<file path="src/rtl/ivc_pkg.sv">
package ivc_pkg;

  typedef enum logic [1:0] {
    IVC_IDLE,
    IVC_SAVE_A,
    IVC_SAVE_B,
    IVC_ISSUE
  } ivc_state_e;

  // Interrupt vectors follow the exception vectors: base + (source mod count)
  function automatic int unsigned int_vector(input int unsigned src,
                                             input int unsigned nivec,
                                             input int unsigned nexc);
    return nexc + (src % nivec);
  endfunction

  // Exceptions sit above every interrupt level: top code minus the number
  function automatic int unsigned exc_level(input int unsigned k,
                                            input int unsigned pw);
    return (32'd1 << (pw + 1)) - 32'd1 - k;
  endfunction

endpackage

</file>
<file path="src/rtl/ivc_pending.sv">
module ivc_pending #(
  parameter int W = 8
) (
  input  logic         clk,
  input  logic         rst_n,
  input  logic [W-1:0] set,
  input  logic [W-1:0] clr,
  output logic [W-1:0] pend
);

  always_ff @(posedge clk) begin
    if (!rst_n) pend <= '0;
    else        pend <= (pend & ~clr) | set;
  end

  AST_PEND_CLEAR: assert property (@(posedge clk) disable iff (!rst_n)
    (|(clr & ~set)) |=> ((pend & $past(clr & ~set)) == '0));

endmodule

</file>
<file path="src/rtl/ivc_arbiter.sv">
module ivc_arbiter
  import ivc_pkg::*;
#(
  parameter int NSRC  = 32,
  parameter int NEXC  = 8,
  parameter int NIVEC = 8,
  parameter int PW    = 3,
  parameter int VW    = 4,
  parameter int IW    = 5
) (
  input  logic             clk,
  input  logic             rst_n,
  input  logic [NSRC-1:0]  src_pend,
  input  logic [NSRC-1:0]  src_en,
  input  logic [NSRC*PW-1:0] src_prio,
  input  logic [NEXC-1:0]  exc_pend,
  input  logic [PW-1:0]    cpu_prio,
  input  logic             fast_en,
  input  logic [PW-1:0]    fast_lvl,
  output logic             win_valid,
  output logic             win_exc,
  output logic             win_fast,
  output logic [VW-1:0]    win_vec,
  output logic [PW:0]      win_prio,
  output logic [IW-1:0]    win_idx
);

  localparam int LW = PW + 1;

  logic          int_hit;
  logic [PW-1:0] best_p;
  logic [IW-1:0] best_i;
  logic          exc_hit;
  logic [IW-1:0] exc_i;
  logic [PW-1:0] cur_p;

  // Interrupt search: strict compare keeps the lower index on a tie
  always_comb begin
    int_hit = 1'b0;
    best_p  = '0;
    best_i  = '0;
    cur_p   = '0;
    for (int i = 0; i < NSRC; i++) begin
      cur_p = src_prio[i*PW +: PW];
      if (src_pend[i] && src_en[i] && (cur_p > cpu_prio) &&
          (!int_hit || (cur_p > best_p))) begin
        int_hit = 1'b1;
        best_p  = cur_p;
        best_i  = IW'(i);
      end
    end
  end

  // Exception search: lowest number wins
  always_comb begin
    exc_hit = 1'b0;
    exc_i   = '0;
    for (int k = NEXC - 1; k >= 0; k--) begin
      if (exc_pend[k]) begin
        exc_hit = 1'b1;
        exc_i   = IW'(k);
      end
    end
  end

  always_comb begin
    win_valid = exc_hit | int_hit;
    win_exc   = exc_hit;
    win_fast  = !exc_hit && int_hit && fast_en && (best_p == fast_lvl);
    win_idx   = exc_hit ? exc_i : best_i;
    win_vec   = exc_hit ? VW'(exc_i)
                        : VW'(int_vector(32'(best_i), NIVEC, NEXC));
    win_prio  = exc_hit ? LW'(exc_level(32'(exc_i), PW)) : {1'b0, best_p};
  end

  AST_INT_ABOVE_CPU: assert property (@(posedge clk) disable iff (!rst_n)
    (win_valid && !win_exc) |-> (win_prio > {1'b0, cpu_prio}));

  AST_EXC_OUTRANKS: assert property (@(posedge clk) disable iff (!rst_n)
    (|exc_pend) |-> (win_exc && !win_fast));

endmodule

</file>
<file path="src/rtl/ivc_sequencer.sv">
module ivc_sequencer
  import ivc_pkg::*;
#(
  parameter int PW = 3,
  parameter int VW = 4,
  parameter int IW = 5
) (
  input  logic          clk,
  input  logic          rst_n,
  input  logic          win_valid,
  input  logic          win_exc,
  input  logic          win_fast,
  input  logic [VW-1:0] win_vec,
  input  logic [PW:0]   win_prio,
  input  logic [IW-1:0] win_idx,
  input  logic          ack,
  input  logic          rfi,
  input  logic          rpt_active,
  output logic          take,
  output logic [VW-1:0] take_vec,
  output logic [PW:0]   take_prio,
  output logic          take_exc,
  output logic [IW-1:0] take_idx,
  output logic          accept,
  output logic          ctx_save,
  output logic          shadow_save,
  output logic          exit_fast,
  output logic          loop_resume
);

  ivc_state_e state;
  logic       l_fast;
  logic       fast_act;
  logic       rpt_saved;

  always_ff @(posedge clk) begin
    if (!rst_n) begin
      state       <= IVC_IDLE;
      l_fast      <= 1'b0;
      take_exc    <= 1'b0;
      take_vec    <= '0;
      take_prio   <= '0;
      take_idx    <= '0;
      fast_act    <= 1'b0;
      rpt_saved   <= 1'b0;
      exit_fast   <= 1'b0;
      loop_resume <= 1'b0;
    end else begin
      exit_fast   <= rfi & fast_act;
      loop_resume <= rfi & rpt_saved;
      if (rfi) begin
        fast_act  <= 1'b0;
        rpt_saved <= 1'b0;
      end
      case (state)
        IVC_IDLE: if (win_valid) begin
          l_fast    <= win_fast;
          take_exc  <= win_exc;
          take_vec  <= win_vec;
          take_prio <= win_prio;
          take_idx  <= win_idx;
          state     <= (win_exc || win_fast) ? IVC_ISSUE : IVC_SAVE_A;
        end
        IVC_SAVE_A: state <= IVC_SAVE_B;
        IVC_SAVE_B: state <= IVC_ISSUE;
        IVC_ISSUE: if (ack) begin
          state     <= IVC_IDLE;
          fast_act  <= l_fast;
          rpt_saved <= rpt_active;
        end
        default: state <= IVC_IDLE;
      endcase
    end
  end

  assign take        = (state == IVC_ISSUE);
  assign ctx_save    = (state == IVC_SAVE_A) || (state == IVC_SAVE_B);
  assign shadow_save = take & l_fast;
  assign accept      = take & ack;

  AST_TAKE_STABLE: assert property (@(posedge clk) disable iff (!rst_n)
    (take && !ack) |=> (take && $stable(take_vec) && $stable(take_prio)));

  AST_SAVE_TWO: assert property (@(posedge clk) disable iff (!rst_n)
    $rose(ctx_save) |=> ctx_save ##1 (!ctx_save && take));

  AST_FAST_ENTRY: assert property (@(posedge clk) disable iff (!rst_n)
    ($rose(take) && shadow_save) |-> !$past(ctx_save));

  AST_EXIT_PULSE: assert property (@(posedge clk) disable iff (!rst_n)
    exit_fast |=> !exit_fast);

  AST_RESUME_PULSE: assert property (@(posedge clk) disable iff (!rst_n)
    loop_resume |=> !loop_resume);

endmodule

</file>
<file path="src/rtl/irq_vector_ctrl.sv">
module irq_vector_ctrl #(
  parameter int NSRC  = 32,
  parameter int NTRAP = 7,
  parameter int NIVEC = 8,
  parameter int PW    = 3
) (
  input  logic                 clk,
  input  logic                 rst_n,
  input  logic [NSRC-1:0]      src_req,
  input  logic [NSRC-1:0]      src_en,
  input  logic [NSRC*PW-1:0]   src_prio,
  input  logic                 rst_vec_req,
  input  logic [NTRAP-1:0]     trap_req,
  input  logic [PW-1:0]        cpu_prio,
  input  logic                 fast_en,
  input  logic [PW-1:0]        fast_lvl,
  input  logic                 rpt_active,
  input  logic                 ack,
  input  logic                 rfi,
  output logic                 take,
  output logic [$clog2(NTRAP+1+NIVEC)-1:0] take_vec,
  output logic [PW:0]          take_prio,
  output logic                 ctx_save,
  output logic                 shadow_save,
  output logic                 exit_fast,
  output logic                 loop_resume
);

  localparam int NEXC = NTRAP + 1;
  localparam int VW   = $clog2(NEXC + NIVEC);
  localparam int IW   = $clog2((NSRC > NEXC) ? NSRC : NEXC);

  logic [NSRC-1:0] src_pend;
  logic [NEXC-1:0] exc_pend;
  logic [NSRC-1:0] src_clr;
  logic [NEXC-1:0] exc_clr;
  logic            win_valid, win_exc, win_fast;
  logic [VW-1:0]   win_vec;
  logic [PW:0]     win_prio;
  logic [IW-1:0]   win_idx;
  logic            take_exc, accept;
  logic [IW-1:0]   take_idx;

  assign src_clr = (accept && !take_exc) ? (NSRC'(1) << take_idx) : '0;
  assign exc_clr = (accept &&  take_exc) ? (NEXC'(1) << take_idx) : '0;

  ivc_pending #(.W(NSRC)) u_src_pend (
    .clk(clk), .rst_n(rst_n), .set(src_req), .clr(src_clr), .pend(src_pend)
  );

  ivc_pending #(.W(NEXC)) u_exc_pend (
    .clk(clk), .rst_n(rst_n), .set({trap_req, rst_vec_req}), .clr(exc_clr),
    .pend(exc_pend)
  );

  ivc_arbiter #(
    .NSRC(NSRC), .NEXC(NEXC), .NIVEC(NIVEC), .PW(PW), .VW(VW), .IW(IW)
  ) u_arb (
    .clk(clk), .rst_n(rst_n),
    .src_pend(src_pend), .src_en(src_en), .src_prio(src_prio),
    .exc_pend(exc_pend), .cpu_prio(cpu_prio),
    .fast_en(fast_en), .fast_lvl(fast_lvl),
    .win_valid(win_valid), .win_exc(win_exc), .win_fast(win_fast),
    .win_vec(win_vec), .win_prio(win_prio), .win_idx(win_idx)
  );

  ivc_sequencer #(.PW(PW), .VW(VW), .IW(IW)) u_seq (
    .clk(clk), .rst_n(rst_n),
    .win_valid(win_valid), .win_exc(win_exc), .win_fast(win_fast),
    .win_vec(win_vec), .win_prio(win_prio), .win_idx(win_idx),
    .ack(ack), .rfi(rfi), .rpt_active(rpt_active),
    .take(take), .take_vec(take_vec), .take_prio(take_prio),
    .take_exc(take_exc), .take_idx(take_idx), .accept(accept),
    .ctx_save(ctx_save), .shadow_save(shadow_save),
    .exit_fast(exit_fast), .loop_resume(loop_resume)
  );

  AST_ONE_CLEAR: assert property (@(posedge clk) disable iff (!rst_n)
    $countones({src_clr, exc_clr}) <= 1);

endmodule

</file>
<file path="config.mk">
export PLATFORM = sky130hd
export DESIGN_NAME = irq_vector_ctrl
export DESIGN_NICKNAME = d
export VERILOG_FILES = /design/src/rtl/ivc_pkg.sv /design/src/rtl/ivc_pending.sv /design/src/rtl/ivc_arbiter.sv /design/src/rtl/ivc_sequencer.sv /design/src/rtl/irq_vector_ctrl.sv
export SDC_FILE = /design/constraint.sdc
export NUM_CORES = 1
export LEC_CHECK = 0
export ABC_AREA = 1
export BUFFER_PORTS_ARGS = -buffer_cell sky130_fd_sc_hd__buf_2
export CAP_MARGIN = 30
export CORE_ASPECT_RATIO = 0.8
export CORE_UTILIZATION = 45
export CTS_BUF_LIST = sky130_fd_sc_hd__clkbuf_8
export CTS_CLUSTER_SIZE = 12
export DETAILED_ROUTE_END_ITERATION = 10
export GPL_ROUTABILITY_DRIVEN = 1
export PLACE_DENSITY = 0.83
export SYNTH_ARGS = -nofsm -noshare
export SYNTH_HDL_FRONTEND = slang
export SYNTH_SLANG_ARGS = --single-unit
</file>
<file path="constraint.sdc">
create_clock -name clk -period 39.3 [get_ports clk]
set_input_delay 5.895 -clock clk [delete_from_list [all_inputs] [get_ports clk]]
set_output_delay 5.895 -clock clk [all_outputs]
set_load 0.02 [all_outputs]
</file>
==> impl_metrics.json <==
{
  "synthDistinctLibCells": 35,
  "dpl-instance-area_sq_um": 10880,
  "track_usage": 0.2799,
  "synth_commonest_cells": "nand2_1 (322), inv_1 (187), ha_1 (169), o21ai_0 (164), nor2_1 (89)",
  "r2r_slack_ps": 6090,
  "fmax_mhz": 25.75,
  "fin_skew_ps": 13.98,
  "synth_edf_count": 0,
  "tightest_slew_ps": 875.5,
  "rr_worst_depth": 294,
  "wl_um": 32700,
  "hold_end": "u_seq.exit_fast",
  "setup_viol": 0,
  "synthesis.nets": 1721,
  "fin_crit_sh": 0.9882,
  "synth_top_area_share": 0.2412,
  "seq_area_frac_synth": 0.1301,
  "drt_iter0_markers": 887,
  "rsz0062_at_grt": "true",
  "ant_nets": 0,
  "end_kind": "register",
  "synth_cells": 1372,
  "clkSlewWorstSetupHoldPaths_ps": 60,
  "grt_overflow": 0,
  "vdd_ir_drop_max_mv": 0.03205,
  "drive_gt1_frac": 0.3900,
  "initial_core_util": 0.4607,
  "final_cell_area_sq_um": 12510,
  "yosysWarnings": 0,
  "die_h_um": 126.9,
  "wire_per_inst_um": 16.36,
  "worstPathMaxFanout": 6,
  "post-dp-hpwl_um": 23050,
  "worstSetupStartpointType": "input pin",
  "required_ps": 39530,
  "post-route-util": 0.6572,
  "gp_congestion": 0.9420,
  "grt_max_degree": 54,
  "synth.most_common_cell": "nand2_1",
  "hold_viol_final": 0,
  "die_area_sq_um": 20050,
  "syn_to_final_growth_pct": 42.64,
  "p_leak_nw": 6.807,
  "grt_pass1_vias": 9701,
  "nets": 2080,
  "drv_cap": 0,
  "synth_top_flop_cell": "dfxtp_1",
  "cts.path.max_buffers": 2,
  "drc_errors": 0,
  "avgSynthCellArea_sq_um": 6.391,
  "vias": 11120,
  "pin_count": 193,
  "hp-class": "register to register",
  "slew_headroom": 0.4124,
  "crit_type": "input pin to register",
  "yosysTopAreaCell": "ha_1",
  "synth_seq_cells": 57,
  "crit_path_frequent_cell": "nand2_2",
  "arrival_ps": 39070,
  "post-route-min-period_ps": 38840,
  "cts-hold-fix-buffers": 0,
  "clock_latency_ps": 360,
  "firstDrtPassIters": 5,
  "powerDensity_nw_per_um2": 42.87,
  "num-fill-cells": 1562,
  "clock_sinks": 57,
  "slowest_delay_ps": 310,
  "via_per_inst": 5.564,
  "hold_start": "u_seq.fast_act",
  "slew_viol_final": 0,
  "async_flop_share": 0,
  "die_w_um": 158.1,
  "core-area_sq_um": 19030,
  "htreeDepth": 3,
  "root_buffer": "clkbuf_8",
  "antenna_found_initial": 4,
  "rows": 45,
  "netlist_area_sq_um": 8768,
  "holdPathStages": 2,
  "cts_tree": "yes",
  "reg2reg_from": "u_src_pend.pend[0]",
  "io_buffers": 192,
  "cts_buffers": 9,
  "status": "finished clean",
  "grt_pass1_wl_um": 44840,
  "timing.rr.end": "u_seq.take_idx[2]",
  "critical_path.slowest_cell": "ha_1",
  "synth_area_leaders": "ha_1 (24%), nand2_1 (14%), dfxtp_1 (13%)"
}
-- state kept, by name, summed over array words and instances (netlist names) --
register,cells
u_exc_pend.pend,8
u_seq.exit_fast,1
u_seq.fast_act,1
u_seq.l_fast,1
u_seq.loop_resume,1
u_seq.rpt_saved,1
u_seq.state,2
u_seq.take_exc,1
u_seq.take_idx,5
u_seq.take_prio,3
u_seq.take_vec,1
u_src_pend.pend,32
-- area by class of cell --
| class | count | area (sq um) | share of cell area |
|---|---|---|---|
| antenna | 5 | 12.51 | 0.001000 |
| clock buffer | 10 | 137.6 | 0.01100 |
| clock inverter | 6 | 51.30 | 0.004102 |
| inverter | 193 | 742.0 | 0.05932 |
| multi-input combinational | 1110 | 7816 | 0.6250 |
| sequential | 57 | 1141 | 0.09124 |
| tap | 258 | 322.8 | 0.02581 |
| timing repair buffer | 360 | 2283 | 0.1826 |
-- worst max-delay path: cells and delay by family --
family / cells / cell delay, ps
buffers and inverters: 39 / 2260
AND/OR/NAND/NOR: 141 / 12720
AO/OA/AOI/OAI: 84 / 9160
adder cells (fa/ha/maj): 32 / 8960
-- logic make-up after synthesis --
logic type	synth area share
adder cells (fa/ha/maj)	0.2412
flip-flops	0.1301
buffers and inverters	0.08961
AND/OR/NAND/NOR	0.3515
AO/OA/AOI/OAI	0.1876
-- power breakdown --
part	switching [mW]	internal, mW	leakage (nW)	total, mW
registers	0.00602	0.0649	0.475	0.0709
clock network	0.0261	0.0301	0.110	0.0562
logic	0.229	0.181	6.22	0.409
-- layout by cell type (no fill, tap or decap), types with 12 or more instances in the layout --
cell	netlist	final
a211oi_1	16	16
a21oi_1	80	73
a311oi_1	12	12
buf_2	1	189
buf_4	4	160
dfxtp_1	57	57
ha_1	169	146
ha_4	0	23
inv_1	187	173
inv_2	5	17
nand2_1	322	267
nand2_2	52	83
nand2_4	24	48
nand3_1	86	75
nand3_2	25	35
nand4_1	15	15
nor2_1	89	80
o21ai_0	164	64
o21ai_1	4	46
o21ai_2	2	50
-- through the flow --
step	setup slack, ps	std cells	hold slack, ps	total power, mW	setup TNS (ps)
floorplan	767.7	1372	410.3	0.2766	0
global placement	-607.9	1928	435.0	0.3629	-4361
detailed placement	-1997	1928	434.6	0.3750	-17980
CTS	7.709	1944	453.2	0.4361	0
global route	-1745	1996	475.7	0.5759	-15490
finish	462.0	1999	463.6	0.5362	0
-- routing by layer --
| metal | GRT usage | vias up | share of wire |
|---|---|---|---|
| met1 | 0.3652 | 5165 | 0.42 |
| met5 | 0 | - | 0.00040 |
| met3 | 0.05056 | 113 | 0.071 |
| met2 | 0.4646 | 463 | 0.46 |
| met4 | 0.08710 | 2 | 0.042 |
| li1 | - | 5379 | - |
-- worst max-delay path by stage --
stage / to / cells past startpoint / startpoint / slack, ps
after global placement: u_seq.take_idx[2] / 276 / cpu_prio[2] / -610
after floorplan: u_seq.state[1] / 294 / cpu_prio[2] / 770
after detailed placement: u_seq.take_idx[2] / 282 / cpu_prio[2] / -2000
after global routing: u_seq.state[1] / 302 / cpu_prio[2] / -1740
after CTS: u_seq.state[1] / 299 / cpu_prio[2] / 8
final: u_seq.take_idx[2] / 296 / src_prio[1] / 460
-- timing repair --
item	in CTS	in global routing
setup endpoints to repair	10	10
buffers inserted	0	49
gates cloned	0	0
gates resized for setup	53	290
hold endpoints to repair	0	0
pin swaps	1	188
No activity file was read; power rests on OpenSTA's default activity.
